===== config.mk =====
export PLATFORM = sky130hd
export DESIGN_NAME = spm_cfg_top
export DESIGN_NICKNAME = d
export VERILOG_FILES = /design/src/rtl/spm_cfg_pkg.sv /design/src/rtl/spm_sync.sv /design/src/rtl/spm_serial_rx.sv /design/src/rtl/spm_ctl_bank.sv /design/src/rtl/spm_cfg_top.sv
export SDC_FILE = /design/constraint.sdc
export NUM_CORES = 1
export LEC_CHECK = 0
export BUFFER_PORTS_ARGS = -buffer_cell sky130_fd_sc_hd__buf_2
export CORE_UTILIZATION = 54
export CTS_BUF_LIST = sky130_fd_sc_hd__clkbuf_8
export DETAILED_ROUTE_END_ITERATION = 8
export PLACE_DENSITY = 0.77
export SETUP_SLACK_MARGIN = 0.02
export SYNTH_ARGS = -nofsm -noshare
export SYNTH_HDL_FRONTEND = slang
export SYNTH_HIERARCHICAL = 1
export SYNTH_SLANG_ARGS = --single-unit
export TNS_END_PERCENT = 50

===== constraint.sdc =====
create_clock -name clk -period 1.4 [get_ports clk]
set_input_delay 0.07 -clock clk [delete_from_list [all_inputs] [get_ports clk]]
set_output_delay 0.07 -clock clk [all_outputs]
set_load 0.005 [all_outputs]

===== src/rtl/spm_cfg_pkg.sv =====
package spm_cfg_pkg;
  typedef enum logic {
    FREQ_16K = 1'b0,
    FREQ_12K = 1'b1
  } freq_e;

  typedef enum logic {
    SRC_SERIAL = 1'b0,
    SRC_STRAP  = 1'b1
  } src_e;
endpackage


===== src/rtl/spm_sync.sv =====
module spm_sync #(
  parameter int WIDTH = 1,
  parameter int STAGES = 2,
  parameter logic [WIDTH-1:0] RST_VAL = '0
) (
  input  logic             clk,
  input  logic             rst,
  input  logic [WIDTH-1:0] d_i,
  output logic [WIDTH-1:0] q_o
);
  logic [WIDTH-1:0] stage_q [STAGES];

  always_ff @(posedge clk) begin
    if (rst) stage_q[0] <= RST_VAL;
    else     stage_q[0] <= d_i;
  end

  generate
    for (genvar g = 1; g < STAGES; g++) begin : g_stage
      always_ff @(posedge clk) begin
        if (rst) stage_q[g] <= RST_VAL;
        else     stage_q[g] <= stage_q[g-1];
      end
    end
  endgenerate

  assign q_o = stage_q[STAGES-1];
endmodule


===== src/rtl/spm_serial_rx.sv =====
module spm_serial_rx #(
  parameter int WORD_W = 16
) (
  input  logic              clk,
  input  logic              rst,
  input  logic              cs_n_s,
  input  logic              sclk_s,
  input  logic              sdat_s,
  output logic              load_o,
  output logic [WORD_W-1:0] word_o
);
  localparam int CNT_MAX = WORD_W + 1;
  localparam int CNT_W   = $clog2(CNT_MAX + 1);

  logic              sclk_d, cs_d;
  logic [CNT_W-1:0]  cnt_q;
  logic [WORD_W-1:0] shift_q;
  logic              sclk_rise, cs_rise, selected;

  assign sclk_rise = sclk_s & ~sclk_d;
  assign cs_rise   = cs_n_s & ~cs_d;
  assign selected  = ~cs_n_s;

  always_ff @(posedge clk) begin
    if (rst) begin
      sclk_d  <= 1'b0;
      cs_d    <= 1'b1;
      cnt_q   <= '0;
      shift_q <= '0;
    end else begin
      sclk_d <= sclk_s;
      cs_d   <= cs_n_s;
      if (!selected) begin
        cnt_q <= '0;
      end else if (sclk_rise) begin
        shift_q <= {shift_q[WORD_W-2:0], sdat_s};
        if (cnt_q != CNT_W'(CNT_MAX)) cnt_q <= cnt_q + 1'b1;
      end
    end
  end

  assign load_o = cs_rise && (cnt_q == CNT_W'(WORD_W));
  assign word_o = shift_q;

  p_cnt_bound_r7: assert property (@(posedge clk) disable iff (rst)
    cnt_q <= CNT_W'(CNT_MAX));
  p_shadow_hold_r7: assert property (@(posedge clk) disable iff (rst)
    cs_n_s |=> $stable(shift_q));
endmodule


===== src/rtl/spm_ctl_bank.sv =====
module spm_ctl_bank #(
  parameter int SENS_W = 7,
  parameter int WORD_W = 2 * SENS_W + 2
) (
  input  logic              clk,
  input  logic              rst,
  input  logic              load_i,
  input  logic [WORD_W-1:0] word_i,
  output logic              freq_o,
  output logic [SENS_W-1:0] sens1_o,
  output logic [SENS_W-1:0] sens2_o
);
  import spm_cfg_pkg::*;
  localparam logic [SENS_W-1:0] MID = SENS_W'(1) << (SENS_W - 1);

  always_ff @(posedge clk) begin
    if (rst) begin
      freq_o  <= FREQ_12K;
      sens1_o <= MID;
      sens2_o <= MID;
    end else if (load_i) begin
      freq_o  <= word_i[WORD_W-1];
      sens2_o <= word_i[WORD_W-2 -: SENS_W];
      sens1_o <= word_i[SENS_W-1:0];
    end
  end
endmodule


===== src/rtl/spm_cfg_top.sv =====
module spm_cfg_top #(
  parameter int SENS_W = 7,
  parameter int SYNC_STAGES = 2,
  parameter logic [SENS_W-1:0] FIXED_SENS = SENS_W'(32)
) (
  input  logic              clk,
  input  logic              rst,
  input  logic              strap_fixed_i,
  input  logic              sys_sel_i,
  input  logic              ser_cs_n_i,
  input  logic              ser_clk_i,
  input  logic              ser_dat_i,
  output logic              freq_12k_o,
  output logic [SENS_W-1:0] sens_ch1_o,
  output logic [SENS_W-1:0] sens_ch2_o
);
  import spm_cfg_pkg::*;
  localparam int WORD_W = 2 * SENS_W + 2;

  logic [4:0]        pins_s;
  logic              strap_s, sys_s, cs_n_s, sclk_s, sdat_s;
  logic              load;
  logic [WORD_W-1:0] word;
  logic              ctl_freq;
  logic [SENS_W-1:0] ctl_s1, ctl_s2;
  src_e              src;

  spm_sync #(.WIDTH(5), .STAGES(SYNC_STAGES), .RST_VAL(5'b11100)) u_sync (
    .clk(clk), .rst(rst),
    .d_i({strap_fixed_i, sys_sel_i, ser_cs_n_i, ser_clk_i, ser_dat_i}),
    .q_o(pins_s)
  );
  assign {strap_s, sys_s, cs_n_s, sclk_s, sdat_s} = pins_s;
  assign src = src_e'(strap_s);

  spm_serial_rx #(.WORD_W(WORD_W)) u_rx (
    .clk(clk), .rst(rst), .cs_n_s(cs_n_s), .sclk_s(sclk_s), .sdat_s(sdat_s),
    .load_o(load), .word_o(word)
  );

  spm_ctl_bank #(.SENS_W(SENS_W), .WORD_W(WORD_W)) u_bank (
    .clk(clk), .rst(rst), .load_i(load), .word_i(word),
    .freq_o(ctl_freq), .sens1_o(ctl_s1), .sens2_o(ctl_s2)
  );

  always_ff @(posedge clk) begin
    if (rst) begin
      freq_12k_o <= FREQ_12K;
      sens_ch1_o <= FIXED_SENS;
      sens_ch2_o <= FIXED_SENS;
    end else if (src == SRC_STRAP) begin
      freq_12k_o <= sys_s;
      sens_ch1_o <= FIXED_SENS;
      sens_ch2_o <= FIXED_SENS;
    end else begin
      freq_12k_o <= ctl_freq;
      sens_ch1_o <= ctl_s1;
      sens_ch2_o <= ctl_s2;
    end
  end

  p_fixed_src_r1: assert property (@(posedge clk) disable iff (rst)
    strap_s |=> (freq_12k_o == $past(sys_s) && sens_ch1_o == FIXED_SENS
                 && sens_ch2_o == FIXED_SENS));
  p_serial_src_r2: assert property (@(posedge clk) disable iff (rst)
    !strap_s |=> (freq_12k_o == $past(ctl_freq) && sens_ch1_o == $past(ctl_s1)
                  && sens_ch2_o == $past(ctl_s2)));
  p_load_gate_r4: assert property (@(posedge clk) disable iff (rst)
    !$stable({ctl_freq, ctl_s1, ctl_s2}) |-> $past(load));
  p_load_only_on_release_r4: assert property (@(posedge clk) disable iff (rst)
    load |-> cs_n_s);
endmodule


==> impl_metrics.prom, run 1 <==
# TYPE chip_impl_metric gauge
chip_impl_metric{name="first_pass_iters",unit=""} 4
chip_impl_metric{name="static_leakage",unit="nW"} 1.04
chip_impl_info{name="timing.hold.worst.class",value="in2reg"} 1
chip_impl_metric{name="stdcell_count",unit=""} 306
chip_impl_metric{name="synth_warnings",unit=""} 6
chip_impl_info{name="cts_tree",value="yes"} 1
chip_impl_metric{name="dp_hpwl",unit="mm"} 2.18
chip_impl_metric{name="area_growth",unit="%"} 26.6
chip_impl_metric{name="floorplan.die.width",unit="µm"} 65.5
chip_impl_metric{name="syn_area_cell",unit="µm²"} 10.3
chip_impl_info{name="crit-reg2reg-launch",value="u_rx/cnt_q[0]$_SDFFE_PP0P_"} 1
chip_impl_info{name="cts_root_buffer",value="sky130_fd_sc_hd__clkbuf_8"} 1
chip_impl_metric{name="slack_of_the_worst_reg_to_reg_path",unit="ns"} -0.01
chip_impl_metric{name="synthesis.area",unit="mm²"} 0.00218
chip_impl_metric{name="cts.sink_count",unit=""} 63
chip_impl_metric{name="synth.ff_latch_count",unit=""} 63
chip_impl_metric{name="grtUsageTotal",unit="%"} 20.0
chip_impl_metric{name="cts-buffers-inserted",unit=""} 9
chip_impl_metric{name="power.internal",unit="mW"} 3.04
chip_impl_metric{name="portBuffers",unit=""} 21
chip_impl_metric{name="grt_antenna_before_repair",unit=""} 0
chip_impl_metric{name="clock_skew",unit="ns"} 0.00663
chip_impl_metric{name="clockBufferDepth",unit=""} 2
chip_impl_metric{name="worst_r2r_path_depth",unit=""} 8
chip_impl_metric{name="fillcell_total",unit=""} 259
chip_impl_metric{name="first_global_vias",unit=""} 1396
chip_impl_info{name="worst_setup_path_start_kind",value="flip-flop"} 1
chip_impl_metric{name="postSynthCellCount",unit=""} 212
chip_impl_info{name="status",value="finished with violations"} 1
chip_impl_metric{name="avgRoutedWirePerCell",unit="µm"} 12.0
chip_impl_metric{name="synth.net_count",unit=""} 222
chip_impl_metric{name="placement_rows",unit=""} 22
chip_impl_info{name="failed_checks",value="setup timing"} 1
chip_impl_metric{name="maxCapViolCount",unit=""} 0
chip_impl_metric{name="core",unit="mm²"} 0.00377
chip_impl_metric{name="fin_crit_sh",unit="%"} 101
chip_impl_metric{name="antennaDiodeCount",unit=""} 0
chip_impl_metric{name="path_max_fanout",unit=""} 4
chip_impl_metric{name="period_needed",unit="ns"} 1.41
chip_impl_metric{name="via_count",unit=""} 1527
chip_impl_metric{name="cts_htree_levels",unit=""} 3
chip_impl_metric{name="starting_density_of_the_core",unit="%"} 57.8
chip_impl_metric{name="powerDensity",unit="mW/mm²"} 1350
chip_impl_metric{name="drt_drc_violations_left",unit=""} 0
chip_impl_metric{name="synth_compound_area_share",unit="%"} 8.32
chip_impl_metric{name="hold_viol_final",unit=""} 0
chip_impl_metric{name="combPwrFrac",unit="%"} 2.2
chip_impl_metric{name="power.share.sequential",unit="%"} 48.8
chip_impl_metric{name="total_neg_setup_slack",unit="ns"} -0.0373
chip_impl_metric{name="detailedPlace.worstSlack",unit="ns"} -0.0376
chip_impl_metric{name="worst_ep_arrival_time",unit="ns"} 1.64
chip_impl_metric{name="fraction_of_layout_cells_with_a_size_suffix_above_1",unit="%"} 23.3
chip_impl_metric{name="place.gp.congestion",unit=""} 0.790
chip_impl_info{name="layout_common_cells",value="62 x sky130_fd_sc_hd__dfxtp_1, 34 x sky130_fd_sc_hd__nand2_1, 21 x sky130_fd_sc_hd__buf_2"} 1
chip_impl_metric{name="design.die.area",unit="mm²"} 0.00429
chip_impl_info{name="critPathSlowestCell",value="sky130_fd_sc_hd__dfxtp_2"} 1
chip_impl_metric{name="required",unit="ns"} 1.63
chip_impl_metric{name="clkTransAtPathRegs",unit="ns"} 0.06
chip_impl_metric{name="synth_xor_area_share",unit="%"} 0
chip_impl_metric{name="slowest_delay",unit="ns"} 0.33
chip_impl_metric{name="worst_slew_pin_slew",unit="ns"} 0.388
chip_impl_metric{name="source_to_sink_clock_delay_at_the_later_pin_of_the_worst_skew_pair",unit="ns"} 0.34
chip_impl_metric{name="fmax",unit="GHz"} 0.707
chip_impl_metric{name="clk_pwr_share",unit="%"} 49.0
chip_impl_metric{name="grt_pass1_wl",unit="mm"} 6.00
chip_impl_metric{name="num-nets-final",unit=""} 263
chip_impl_metric{name="setup-violations-final",unit=""} 5
chip_impl_info{name="cp-startpoint",value="u_rx/cnt_q[0]$_SDFFE_PP0P_"} 1
chip_impl_info{name="layout.cells.most_common",value="sky130_fd_sc_hd__dfxtp_1"} 1
chip_impl_metric{name="max-vdd-ir-drop",unit="mV"} 1.00
chip_impl_metric{name="place.detailed.instances",unit=""} 281
chip_impl_metric{name="sequential_area_share_after_synthesis",unit="%"} 57.9
chip_impl_metric{name="drv_slew",unit=""} 0
chip_impl_metric{name="yosys.cell_types.count",unit=""} 33
chip_impl_metric{name="final.hold.worst_slack",unit="ns"} 0.0757
chip_impl_metric{name="synth.area.mux_share",unit="%"} 5.51
chip_impl_info{name="crit_chain",value="inv_2, ha_4, nand2_4, nor4_4, buf_6, clkbuf_16, nor2b_1, a211o_1"} 1
chip_impl_metric{name="detailed_place.area",unit="mm²"} 0.00237
chip_impl_metric{name="total_switching_power",unit="µW"} 692
chip_impl_metric{name="globalRouteOverflowTotal",unit=""} 0
chip_impl_metric{name="detail_route.iter0.violations",unit=""} 67
chip_impl_metric{name="setup_ws_final",unit="ns"} -0.0148
chip_impl_metric{name="slew_headroom",unit="%"} 74.1
chip_impl_metric{name="detailroute.wirelength.met3",unit="µm"} 221
chip_impl_metric{name="detail_route.wirelength.met1",unit="mm"} 1.59
chip_impl_info{name="crit_end",value="u_bank/sens1_o[6]$_SDFFE_PP1P_"} 1
chip_impl_info{name="crit_path_end_kind",value="flip-flop"} 1
chip_impl_metric{name="routed-wl-met2",unit="mm"} 1.81
chip_impl_info{name="r2r-end",value="u_bank/sens1_o[6]$_SDFFE_PP1P_"} 1
chip_impl_metric{name="switching_share",unit="%"} 18.5
chip_impl_metric{name="wl",unit="mm"} 3.68
chip_impl_metric{name="num_io_pins",unit=""} 22
chip_impl_info{name="dominant_combinational_cell_family_by_area_after_synthesis",value="simple AND/OR/NAND/NOR gates"} 1
chip_impl_metric{name="yosys.area_share.adder",unit="%"} 1.72
chip_impl_metric{name="simple_gate_fraction_of_synth_area",unit="%"} 22.2
chip_impl_metric{name="layout.core_utilization",unit="%"} 73.2
chip_impl_info{name="rsz0062_at_grt",value="yes"} 1
chip_impl_metric{name="final_antenna_net_count",unit=""} 0
chip_impl_metric{name="grt_max_degree",unit=""} 36
chip_impl_metric{name="floorplan.die.height",unit="µm"} 65.5
chip_impl_metric{name="final_cell_area",unit="mm²"} 0.00276
chip_impl_metric{name="vias_per_cell",unit=""} 4.99
chip_impl_info{name="critical_path_class",value="reg2reg"} 1
chip_impl_info{name="dr.max_layer_used",value="met4"} 1
chip_impl_metric{name="total_power",unit="mW"} 3.74
[state kept, by name (all words and copies together), names as in the netlist]
| signal | count |
|---|---|
| u_rx/sclk_d | 1 |
| u_bank/sens1_o | 7 |
| u_rx/word_o | 16 |
| u_bank/sens2_o | 7 |
| u_rx/cnt_q | 5 |
| u_rx/cs_d | 1 |
| sens_ch1_o | 7 |
| u_sync/stage_q | 10 |
| freq_12k_o | 1 |
| u_bank/freq_o | 1 |
| sens_ch2_o | 7 |
[layer usage]
metal / up-vias / GRT usage [%]
met5: - / 0
met4: 0 / 9.78
met3: 6 / 13.0
met2: 41 / 31.8
met1: 693 / 20.1
li1: 787 / -
[kinds of logic (layout without fill, tap and decap cells)]
| group | count (synthesis) | in the layout |
|---|---|---|
| compound gates | 30 | 30 |
| fa+ha+maj | 3 | 3 |
| buf+inv | 12 | 58 |
| flops | 63 | 63 |
| mux | 12 | 12 |
| simple gates | 92 | 92 |
[critical path, delay by kind of cell (launching register included)]
| family | cells | cell delay (ns) |
|---|---|---|
| fa+ha+maj | 1 | 0.14 |
| compound gates | 1 | 0.22 |
| flops | 1 | 0.33 |
| simple gates | 3 | 0.24 |
| buf+inv | 3 | 0.38 |
[worst min-delay path by stage]
stage / start / end / depth (start not counted) / slack, ns
2_1_floorplan: rst / u_sync/stage_q[0][0]$_SDFF_PP0_ / 1 / 0.14
3_3_place_gp: ser_cs_n_i / u_sync/stage_q[0][2]$_SDFF_PP1_ / 2 / 0.25
3_5_place_dp: sys_sel_i / u_sync/stage_q[0][3]$_SDFF_PP1_ / 2 / 0.25
4_1_cts: rst / u_bank/sens2_o[5]$_SDFFE_PP0P_ / 2 / 0.08
5_1_grt: rst / u_bank/sens1_o[5]$_SDFFE_PP0P_ / 2 / 0.10
6_report: rst / u_bank/sens1_o[5]$_SDFFE_PP0P_ / 2 / 0.08
[cells in the mapped netlist]
cell,count,area [µm²]
sky130_fd_sc_hd__buf_12,1,20.0
sky130_fd_sc_hd__nor4b_1,1,8.76
sky130_fd_sc_hd__a21oi_1,18,90.1
sky130_fd_sc_hd__ha_1,3,37.5
sky130_fd_sc_hd__clkbuf_1,2,7.51
sky130_fd_sc_hd__o211ai_1,2,15.0
sky130_fd_sc_hd__nand3_1,2,10.0
sky130_fd_sc_hd__nor2_2,1,6.26
sky130_fd_sc_hd__nor2b_1,10,62.6
sky130_fd_sc_hd__dfxtp_1,63,1260
sky130_fd_sc_hd__o31ai_1,2,15.0
sky130_fd_sc_hd__nand3b_1,1,7.51
sky130_fd_sc_hd__or3b_1,1,8.76
sky130_fd_sc_hd__nor3b_4,1,18.8
sky130_fd_sc_hd__buf_6,4,45.0
sky130_fd_sc_hd__or3_1,4,25.0
sky130_fd_sc_hd__or2_1,6,37.5
sky130_fd_sc_hd__nand2b_1,2,12.5
sky130_fd_sc_hd__and2_1,12,75.1
sky130_fd_sc_hd__a211o_2,1,10.0
sky130_fd_sc_hd__nand2_1,35,131
sky130_fd_sc_hd__mux2i_1,12,120
sky130_fd_sc_hd__buf_4,1,7.51
sky130_fd_sc_hd__inv_1,3,11.3
sky130_fd_sc_hd__buf_2,1,5.00
sky130_fd_sc_hd__o21ai_1,2,10.0
sky130_fd_sc_hd__a21boi_0,1,7.51
sky130_fd_sc_hd__and4bb_1,1,12.5
sky130_fd_sc_hd__nand4bb_1,1,11.3
sky130_fd_sc_hd__a211o_1,3,26.3
sky130_fd_sc_hd__nor4_1,1,6.26
sky130_fd_sc_hd__o21a_1,1,7.51
sky130_fd_sc_hd__nor2_1,13,48.8
[power groups by stage]
stage | Clock (mW) | Combinational [mW] | Sequential, mW
detailed placement | 0 | 0.0710 | 1.86
global route | 1.97 | 0.0910 | 1.82
finish | 1.83 | 0.0829 | 1.82
CTS | 1.88 | 0.0824 | 1.82
global placement | 0 | 0.0699 | 1.86
floorplan | 0 | 0.0374 | 1.86
[repair_timing]
| item | 4_1_cts | 5_1_grt |
|---|---|---|
| endpoints found under the hold margin | 5 | 0 |
| gates cloned | 0 | 2 |
| setup buffers | 0 | 2 |
| hold buffers | 5 | 0 |
| setup endpoints to repair | 16 | 16 |
| resized for setup | 3 | 7 |
| pin swaps | 0 | 3 |
[area by class of cell]
class,count,area (µm²),share of cell area (%)
Clock buffer,13,179,6.48
Clock inverter,3,63.8,2.31
Inverter,3,11.3,0.408
Multi-Input combinational cell,137,867,31.4
Sequential cell,63,1260,45.7
Tap cell,48,60.1,2.18
Timing Repair Buffer,39,317,11.5
(Power assumes the default switching activity.)
==> run 2: changes to the inputs <==
Settings changed: CORE_UTILIZATION 54 to 52, PLACE_DENSITY 0.77 to 0.74.
==> run 2 against run 1 <==
Net effect:
- the run still ends with setup timing left
- worst setup slack worse by 0.067 ns
- combinational power increased by 0.8%
- sequential power barely moved
- sequential share of layout area increased by 0.68 points
- register-to-register slack worse by 0.07 ns
- die area rose by 3.7%
- clock skew down 0.0011 ns
- count of clock-buffer cells in the layout decreased by 4
- first-iteration DRC count fell by 16%
==> impl_metrics.prom, run 2 (synthesized netlist as in run 1, its figures left out) <==
# TYPE chip_impl_metric gauge
chip_impl_metric{name="num_io_pins",unit=""} 22
chip_impl_metric{name="path_max_fanout",unit=""} 5
chip_impl_metric{name="cts-buffers-inserted",unit=""} 9
chip_impl_metric{name="drv_slew",unit=""} 0
chip_impl_metric{name="clockBufferDepth",unit=""} 2
chip_impl_metric{name="fin_crit_sh",unit="%"} 106
chip_impl_metric{name="clock_skew",unit="ns"} 0.00557
chip_impl_metric{name="place.gp.congestion",unit=""} 0.842
chip_impl_metric{name="antennaDiodeCount",unit=""} 0
chip_impl_metric{name="grt_antenna_before_repair",unit=""} 0
chip_impl_info{name="cts_tree",value="yes"} 1
chip_impl_metric{name="num-nets-final",unit=""} 263
chip_impl_metric{name="static_leakage",unit="nW"} 1.02
chip_impl_info{name="critPathSlowestCell",value="sky130_fd_sc_hd__dfxtp_2"} 1
chip_impl_info{name="worst_setup_path_start_kind",value="flip-flop"} 1
chip_impl_metric{name="setup-violations-final",unit=""} 15
chip_impl_metric{name="stdcell_count",unit=""} 308
chip_impl_metric{name="grtUsageTotal",unit="%"} 19.0
chip_impl_metric{name="floorplan.die.height",unit="µm"} 66.7
chip_impl_metric{name="core",unit="mm²"} 0.00400
chip_impl_metric{name="period_needed",unit="ns"} 1.48
chip_impl_metric{name="vias_per_cell",unit=""} 5.07
chip_impl_info{name="status",value="finished with violations"} 1
chip_impl_metric{name="final_antenna_net_count",unit=""} 0
chip_impl_metric{name="hold_viol_final",unit=""} 0
chip_impl_info{name="layout_common_cells",value="61 x sky130_fd_sc_hd__dfxtp_1, 34 x sky130_fd_sc_hd__nand2_1, 21 x sky130_fd_sc_hd__buf_2"} 1
chip_impl_metric{name="grt_max_degree",unit=""} 33
chip_impl_metric{name="place.detailed.instances",unit=""} 283
chip_impl_metric{name="fraction_of_layout_cells_with_a_size_suffix_above_1",unit="%"} 23.3
chip_impl_info{name="timing.hold.worst.class",value="in2reg"} 1
chip_impl_metric{name="powerDensity",unit="mW/mm²"} 1250
chip_impl_metric{name="worst_slew_pin_slew",unit="ns"} 0.363
chip_impl_metric{name="clkTransAtPathRegs",unit="ns"} 0.07
chip_impl_metric{name="max-vdd-ir-drop",unit="mV"} 1.01
chip_impl_metric{name="critical_path_buf_inv_count",unit=""} 3
chip_impl_info{name="cpLargestDelayFamily",value="buffers and inverters"} 1
chip_impl_metric{name="floorplan.die.width",unit="µm"} 66.7
chip_impl_metric{name="placement_rows",unit=""} 23
chip_impl_metric{name="first_pass_iters",unit=""} 4
chip_impl_metric{name="cts_htree_levels",unit=""} 3
chip_impl_metric{name="dp_hpwl",unit="mm"} 2.24
chip_impl_metric{name="portBuffers",unit=""} 21
chip_impl_metric{name="area_growth",unit="%"} 24.9
chip_impl_info{name="failed_checks",value="setup timing"} 1
chip_impl_metric{name="source_to_sink_clock_delay_at_the_later_pin_of_the_worst_skew_pair",unit="ns"} 0.33
chip_impl_metric{name="maxCapViolCount",unit=""} 0
chip_impl_metric{name="largest_reg_flops",unit=""} 16
chip_impl_metric{name="starting_density_of_the_core",unit="%"} 54.5
chip_impl_metric{name="globalRouteOverflowTotal",unit=""} 0
chip_impl_info{name="crit_path_end_kind",value="flip-flop"} 1
chip_impl_metric{name="required",unit="ns"} 1.62
chip_impl_info{name="crit_chain",value="inv_2, ha_4, nand2_4, nor4_4, buf_6, buf_12, nor2b_1, a211o_1"} 1
chip_impl_metric{name="first_global_vias",unit=""} 1443
chip_impl_metric{name="wl",unit="mm"} 3.83
chip_impl_metric{name="via_count",unit=""} 1562
chip_impl_metric{name="fmax",unit="GHz"} 0.675
chip_impl_metric{name="worst_ep_arrival_time",unit="ns"} 1.71
chip_impl_info{name="rsz0062_at_grt",value="yes"} 1
chip_impl_metric{name="slew_headroom",unit="%"} 75.8
chip_impl_metric{name="cts.sink_count",unit=""} 63
chip_impl_info{name="cts_root_buffer",value="sky130_fd_sc_hd__clkbuf_8"} 1
chip_impl_metric{name="grt_pass1_wl",unit="mm"} 6.06
chip_impl_info{name="layout.cells.most_common",value="sky130_fd_sc_hd__dfxtp_1"} 1
chip_impl_metric{name="avgRoutedWirePerCell",unit="µm"} 12.4
chip_impl_info{name="critical_path_class",value="reg2reg"} 1
chip_impl_metric{name="drt_drc_violations_left",unit=""} 0
chip_impl_metric{name="detailedPlace.worstSlack",unit="ns"} -0.00779
chip_impl_metric{name="design.die.area",unit="mm²"} 0.00445
chip_impl_metric{name="slowest_delay",unit="ns"} 0.32
chip_impl_metric{name="detail_route.iter0.violations",unit=""} 56
chip_impl_metric{name="setup_ws_final",unit="ns"} -0.0820
==> run 2: cell types whose count changed in the layout (fill, tap and decap cells not counted), sizes merged <==
cell,previous run,this run
bufinv,2,1
clkbuf,15,11
clkinv,0,4
clkinvlp,0,1
==> run 2: per-layer routing <==
metal  wire length [µm]  share of wire (%)  vias to the layer above  global-route usage (%)
li1                   -                  -                      789                       -
met3                201                5.2                       12                    7.19
met1               1700                 44                      719                    20.8
met2               1830                 48                       42                    30.4
met4                 95                2.5                        0                    12.5
met5                  0                  0                        -                       0
==> run 2: what timing repair did <==
item,in CTS,in global routing
buffers inserted,0,1
resized for setup,1,9
hold buffers,5,0
setup endpoints to repair,16,16
gates cloned,0,3
hold endpoints to repair,5,0
pin swaps,0,3
==> run 2: layout make-up <==
cell class / instances / area (µm²)
fill: 286 / 1280
sequential: 63 / 1260
multi-input combinational: 137 / 863
timing repair buffer: 39 / 333
clock buffer: 9 / 124
clock inverter: 7 / 65.1
tap: 50 / 62.6
inverter: 3 / 11.3
==> run 2: metrics by stage <==
stage	total power, mW	utilization [%]	setup TNS [ns]	cell area, µm²	hold slack, ns
final	3.39	68.1	-0.841	2720	0.0926
after global routing	3.52	68.1	-2.09	2720	0.108
after CTS	3.42	65.7	-0.116	2630	0.0844
after detailed placement	1.93	59.6	-0.0137	2380	0.250
after global placement	1.93	59.6	0	2380	0.246
after floorplan	1.90	-	0	2190	0.142
==> run 2: power by group <==
part / internal [mW] / switching, mW
registers: 1.81 / 0.00935
logic: 0.0416 / 0.0419
clock network: 0.808 / 0.681
==> run 2: path summary, 6_finish.rpt <==
path / start / endpoint / slack (ns) / cells past startpoint
min: rst / u_bank/sens2_o[5]$_SDFFE_PP0P_ / 0.09 / 2
min reg2reg: u_sync/stage_q[0][3]$_SDFF_PP1_ / u_sync/stage_q[1][3]$_SDFF_PP1_ / 0.41 / 1
max: u_rx/cnt_q[1]$_SDFFE_PP0P_ / u_bank/sens1_o[6]$_SDFFE_PP1P_ / -0.08 / 8
max reg2reg: u_rx/cnt_q[1]$_SDFFE_PP0P_ / u_bank/sens1_o[6]$_SDFFE_PP1P_ / -0.08 / 8
